[src/rtl/bms_pkg.sv]
package bms_pkg;

    localparam logic [7:0] OPC_FIRST  = 8'hC6;
    localparam logic [7:0] OPC_SECOND = 8'h47;

    typedef enum logic [2:0] {
        ST_IDLE,
        ST_OP1,
        ST_OP2,
        ST_DISP,
        ST_IMM,
        ST_WRITE,
        ST_DONE,
        ST_BAD
    } seq_state_t;

endpackage

[src/rtl/bms_decode.sv]
module bms_decode #(
    parameter int          DATA_W = 8,
    parameter logic [7:0]  OPC_A  = 8'hC6,
    parameter logic [7:0]  OPC_B  = 8'h47
) (
    input  logic [DATA_W-1:0] byte_in,
    output logic              first_ok,
    output logic              second_ok
);
    assign first_ok  = (byte_in == DATA_W'(OPC_A));
    assign second_ok = (byte_in == DATA_W'(OPC_B));
endmodule

[src/rtl/bms_ea.sv]
module bms_ea #(
    parameter int ADDR_W    = 20,
    parameter int DATA_W    = 8,
    parameter int REG_W     = 16,
    parameter int SEG_SHIFT = 4
) (
    input  logic [REG_W-1:0]  seg,
    input  logic [REG_W-1:0]  base,
    input  logic [DATA_W-1:0] disp,
    output logic [ADDR_W-1:0] ea
);
    logic [ADDR_W-1:0] seg_term;
    logic [ADDR_W-1:0] base_term;
    logic [ADDR_W-1:0] disp_term;

    assign seg_term  = ADDR_W'({seg, {SEG_SHIFT{1'b0}}});
    assign base_term = ADDR_W'(base);
    assign disp_term = ADDR_W'($signed(disp));
    assign ea        = seg_term + base_term + disp_term;
endmodule

[src/rtl/bms_seq.sv]
module bms_seq
    import bms_pkg::*;
#(
    parameter int ADDR_W    = 20,
    parameter int DATA_W    = 8,
    parameter int REG_W     = 16,
    parameter int SEG_SHIFT = 4
) (
    input  logic              clk,
    input  logic              rst,
    input  logic              start,
    input  logic [ADDR_W-1:0] pc_start,
    input  logic              ld_regs,
    input  logic [REG_W-1:0]  seg_in,
    input  logic [REG_W-1:0]  base_in,
    input  logic [DATA_W-1:0] data_in,
    output logic [ADDR_W-1:0] addr,
    output logic              rd,
    output logic              wr,
    output logic [DATA_W-1:0] data_out,
    output logic              data_oe,
    output logic              done,
    output logic              err,
    output logic [ADDR_W-1:0] pc_out
);
    seq_state_t state_q, state_d;

    logic [ADDR_W-1:0] pc_q;
    logic [REG_W-1:0]  seg_q, base_q;
    logic [DATA_W-1:0] tmp_a_q, tmp_b_q;
    logic [ADDR_W-1:0] ea;
    logic              first_ok, second_ok;
    logic              fetching;

    bms_decode #(
        .DATA_W (DATA_W),
        .OPC_A  (OPC_FIRST),
        .OPC_B  (OPC_SECOND)
    ) u_decode (
        .byte_in   (data_in),
        .first_ok  (first_ok),
        .second_ok (second_ok)
    );

    bms_ea #(
        .ADDR_W    (ADDR_W),
        .DATA_W    (DATA_W),
        .REG_W     (REG_W),
        .SEG_SHIFT (SEG_SHIFT)
    ) u_ea (
        .seg  (seg_q),
        .base (base_q),
        .disp (tmp_a_q),
        .ea   (ea)
    );

    // next state
    always_comb begin
        state_d = state_q;
        unique case (state_q)
            ST_IDLE:  if (start) state_d = ST_OP1;
            ST_OP1:   state_d = first_ok  ? ST_OP2  : ST_BAD;
            ST_OP2:   state_d = second_ok ? ST_DISP : ST_BAD;
            ST_DISP:  state_d = ST_IMM;
            ST_IMM:   state_d = ST_WRITE;
            ST_WRITE: state_d = ST_DONE;
            ST_DONE:  state_d = ST_IDLE;
            ST_BAD:   state_d = ST_IDLE;
            default:  state_d = ST_IDLE;
        endcase
    end

    // state register
    always_ff @(posedge clk) begin
        if (rst) state_q <= ST_IDLE;
        else     state_q <= state_d;
    end

    assign fetching = (state_q == ST_OP1) || (state_q == ST_OP2) ||
                      (state_q == ST_DISP) || (state_q == ST_IMM);

    // datapath registers
    always_ff @(posedge clk) begin
        if (rst) begin
            pc_q    <= '0;
            seg_q   <= '0;
            base_q  <= '0;
            tmp_a_q <= '0;
            tmp_b_q <= '0;
        end else begin
            if (state_q == ST_IDLE) begin
                if (start) pc_q <= pc_start;
                if (ld_regs) begin
                    seg_q  <= seg_in;
                    base_q <= base_in;
                end
            end
            if (fetching)            pc_q    <= pc_q + 1'b1;
            if (state_q == ST_DISP)  tmp_a_q <= data_in;
            if (state_q == ST_IMM)   tmp_b_q <= data_in;
        end
    end

    // outputs
    always_comb begin
        addr     = pc_q;
        rd       = 1'b0;
        wr       = 1'b0;
        data_out = '0;
        data_oe  = 1'b0;
        done     = 1'b0;
        err      = 1'b0;
        unique case (state_q)
            ST_IDLE:  ;
            ST_OP1, ST_OP2, ST_DISP, ST_IMM: rd = 1'b1;
            ST_WRITE: begin
                addr     = ea;
                wr       = 1'b1;
                data_out = tmp_b_q;
                data_oe  = 1'b1;
            end
            ST_DONE:  done = 1'b1;
            ST_BAD:   err  = 1'b1;
            default:  ;
        endcase
    end

    assign pc_out = pc_q;

    assert_rdwr_excl_R7: assert property (@(posedge clk) disable iff (rst)
        !(rd && wr));

    assert_fetch_step_R3: assert property (@(posedge clk) disable iff (rst)
        (rd && $past(rd) && !$past(rst)) |-> (addr == $past(addr) + 1'b1));

    assert_err_after_read_R4: assert property (@(posedge clk) disable iff (rst)
        err |-> ($past(rd) && !$past(rst)));

    assert_wr_after_read_R6: assert property (@(posedge clk) disable iff (rst)
        wr |-> ($past(rd) && !$past(rst)));

    assert_done_after_wr_R8: assert property (@(posedge clk) disable iff (rst)
        wr |=> (done && !wr));

    assert_done_single_R8: assert property (@(posedge clk) disable iff (rst)
        done |=> !done);

    assert_oe_tracks_wr_R7: assert property (@(posedge clk) disable iff (rst)
        data_oe |-> (wr && !rd));

endmodule

[config.mk]
export PLATFORM = sky130hd
export DESIGN_NAME = bms_seq
export DESIGN_NICKNAME = d
export VERILOG_FILES = /design/src/rtl/bms_pkg.sv /design/src/rtl/bms_decode.sv /design/src/rtl/bms_ea.sv /design/src/rtl/bms_seq.sv
export SDC_FILE = /design/constraint.sdc
export NUM_CORES = 1
export LEC_CHECK = 0
export BUFFER_PORTS_ARGS = -buffer_cell sky130_fd_sc_hd__buf_2
export CORE_MARGIN = 2
export CORE_UTILIZATION = 54
export CTS_BUF_LIST = sky130_fd_sc_hd__clkbuf_16
export DETAILED_ROUTE_END_ITERATION = 10
export PLACE_DENSITY = 0.79
export SYNTH_ARGS = -nofsm -noshare
export SYNTH_HDL_FRONTEND = slang
export SYNTH_SLANG_ARGS = --single-unit
export TNS_END_PERCENT = 1
[constraint.sdc]
create_clock -name clk -period 3.9 [get_ports clk]
set_input_delay 0.39 -clock clk [delete_from_list [all_inputs] [get_ports clk]]
set_output_delay 0.39 -clock clk [all_outputs]
set_load 0.005 [all_outputs]
==> impl_metrics.py <==
metrics = {
    "status": {
        "status": "complete, no violations",
    },
    "finish": {
        "fin_util_pct": 65.8,
        "filler_cell_count": 732,
        "area_delta_synth_final_pct": 17.6,
        "stdcell_count": 783,
        "layout-drive-gt1-share_pct": 22.6,
        "layout.nets": 776,
        "diodes": 0,
        "multi_input_area_um2": 2950,
        "seq_area_um2": 1420,
    },
    "grt": {
        "grt_pass1_wl_mm": 19.1,
        "overflow": 0,
        "antenna_found_initial": 0,
        "grt_pass1_vias": 4013,
        "grt.total_usage_pct": 26.1,
        "grt_max_degree": 49,
    },
    "route": {
        "viasPerCell": 5.75,
        "drt_first_pass_iters": 5,
        "post_drt_wl_per_cell_um": 15.3,
        "drt_first_iter_violations": 242,
        "ant_nets": 0,
        "dr_total_vias": 4503,
        "wl_mm": 12.0,
        "drc": 0,
    },
    "clocking": {
        "cts_tree": "done",
        "cts_resized": 0,
        "worstSkewPairLatency_ns": 0.33,
        "htreeDepth": 3,
        "clk_pin_slew_ns": 0.06,
        "cts.sinks": 71,
        "clock_path_buffers": 2,
        "postCtsSetupRepairBufs": 0,
        "hold_buffers": 0,
        "clockRootBuffer": "clkbuf_16",
        "cts_buffers": 9,
    },
    "synth": {
        "syn_inst": 580,
        "ys_ff_latch": 71,
        "syn_area_um2": 4620,
        "synth_nets": 683,
        "synth-edff-count": 0,
        "synth-main-ff-cell": "dfxtp_1",
        "ys_seq_area_share_pct": 30.7,
        "async_reset_ff_share_pct": 0,
        "syn_area_per_cell_um2": 7.97,
        "ys.warnings.count": 0,
        "synth.distinct_cells": 68,
    },
    "power_and_ir_drop": {
        "power_mw": 3.30,
        "p_per_area_nw_per_um2": 607,
        "p_leak_nw": 2.52,
        "ir_worst_vdd_uv": 448,
    },
    "placement": {
        "dp_cells": 767,
        "preCtsSetupSlack_ns": 0.559,
        "place_congestion": 1.01,
        "dp_hpwl_mm": 9.05,
        "portBuffers": 116,
    },
    "setup_path": {
        "slowest_delay_ns": 0.45,
        "crit_path_start_kind": "register",
        "critPathMostFrequentCell": "a21oi_1",
        "critPathMaxFanout": 10,
        "worstPathCellList": "buf_4, fa_1, ha_1, a21oi_1, nor3b_2, a21oi_1, or3_1, a31o_2, buf_2",
        "critPathArrivalTime_ns": 3.30,
        "worst-path-buf-inv": 2,
        "cpMaxStageDelayCell": "fa_1",
        "critPathTopFamily": "adder cells",
        "crit_type": "reg2out",
        "required_ns": 3.51,
        "worstSetupEndpointType": "primary output",
    },
    "timing": {
        "setup_viol": 0,
        "max_freq_ghz": 0.271,
        "slew_violations": 0,
        "finalCritPeriodShare_pct": 94.7,
        "hold_viol_final": 0,
        "worst_pin_slew_ns": 1.05,
        "finalClockSkew_ns": 0.00875,
        "fin_ws_ns": 0.207,
        "fin_crit_ns": 3.69,
        "slew-limit-headroom_pct": 29.8,
        "tns_ns": 0,
        "rsz0062_at_grt": "no",
    },
    "job": {
        "maxCapViolCount": 0,
    },
    "hold_path": {
        "min_path_type": "in2reg",
    },
    "floorplan": {
        "core_um2": 8260,
        "rows": 33,
        "fp.dieH_um": 96.5,
        "die_width_um": 96.5,
        "initial_core_util_pct": 56.0,
        "ios": 117,
        "dieArea_um2": 9320,
    },
}
state kept, by name, indices dropped and copies added (netlist names):
signal,count
pc_out,20
base_q,16
seg_q,16
tmp_a_q,8
tmp_b_q,8
state_q,3
final cells by class:
class                           count  area share (%)
Sequential cell                    71            26.1
Timing Repair Buffer              119            11.1
Multi-Input combinational cell    462            54.2
Clock buffer                        9            4.14
Clock inverter                      7            1.31
Tap cell                          105            2.42
Inverter                           10           0.690
logic make-up after synthesis:
kind of cell,Yosys count,synth area share (%)
flip-flops,71,30.7
AND/OR/NAND/NOR,245,25.3
adder cells (fa/ha/maj),39,12.7
multiplexers,20,4.46
buffers and inverters,47,5.55
AO/OA/AOI/OAI,144,18.6
XOR/XNOR,14,2.65
routing by layer:
metal	part of all wire [%]	global-route usage, %	vias up
met5	0	0	-
met2	46	43.3	184
li1	-	-	2246
met4	0.62	7.39	0
met3	7.8	4.19	4
met1	46	35.2	2069
stage by stage:
step	area (um^2)	hold slack, ns
global placement	5140	0.445
global route	5440	0.299
finish	5440	0.289
CTS	5440	0.285
detailed placement	5140	0.455
floorplan	4620	0.434
cell usage after synthesis, types with 6 or more instances:
master    count  area, um^2
fa_1         13         260
a21oi_1      65         325
dfxtp_1      71        1420
nand4_1       7        43.8
a211oi_1      9        67.6
nand3_1      13        65.1
inv_1         8        30.0
nor3_1        8        40.0
nor4_1        6        37.5
mux2i_1      18         180
o21ai_0      30         150
nor2_1       48         180
nand2_1     111         417
clkbuf_1     23        86.3
and3_1       17         106
xor2_1        6        52.6
xnor2_1       8        70.1
ha_1         26         325
layout by cell type, fill, tap and decap left out, drive strengths merged, types with 3 or more instances in the layout:
master	netlist	final
a211oi	9	9
a21o	4	4
a21oi	66	66
a221oi	3	3
a311oi	3	3
a31oi	4	4
and3	19	19
buf	8	119
clkbuf	28	9
clkinv	0	3
dfxtp	71	71
fa	13	13
ha	26	26
inv	10	12
mux2i	18	18
nand2	112	112
nand2b	4	4
nand3	13	13
nand4	8	8
nor2	50	50
nor2b	3	3
nor3	10	10
nor3b	5	5
nor4	7	7
o21ai	30	30
o31ai	3	3
xnor2	8	8
xor2	6	6
tightest hold or removal path, cell delays in order:
cell,delay [ns]
buf_2,0.09
nand2_1,0.04
a21oi_1,0.05
where the power goes:
group / internal (mW) / switching [mW]
sequential: 0.895 / 0.213
combinational: 0.543 / 0.830
clock: 0.496 / 0.322
final timing paths:
check	to	startpoint	slack, ns	cells past startpoint
worst max register to register	seg_q[0]$_SDFFE_PP0P_	state_q[2]$_SDFFE_PP0P_	1.53	4
worst min register to register	seg_q[12]$_SDFFE_PP0P_	seg_q[12]$_SDFFE_PP0P_	0.46	2
worst max-delay path	addr[17]	tmp_a_q[7]$_SDFFE_PP0P_	0.21	9
worst min-delay path	seg_q[12]$_SDFFE_PP0P_	seg_in[12]	0.29	3
Power figures use the tool's default switching activity.
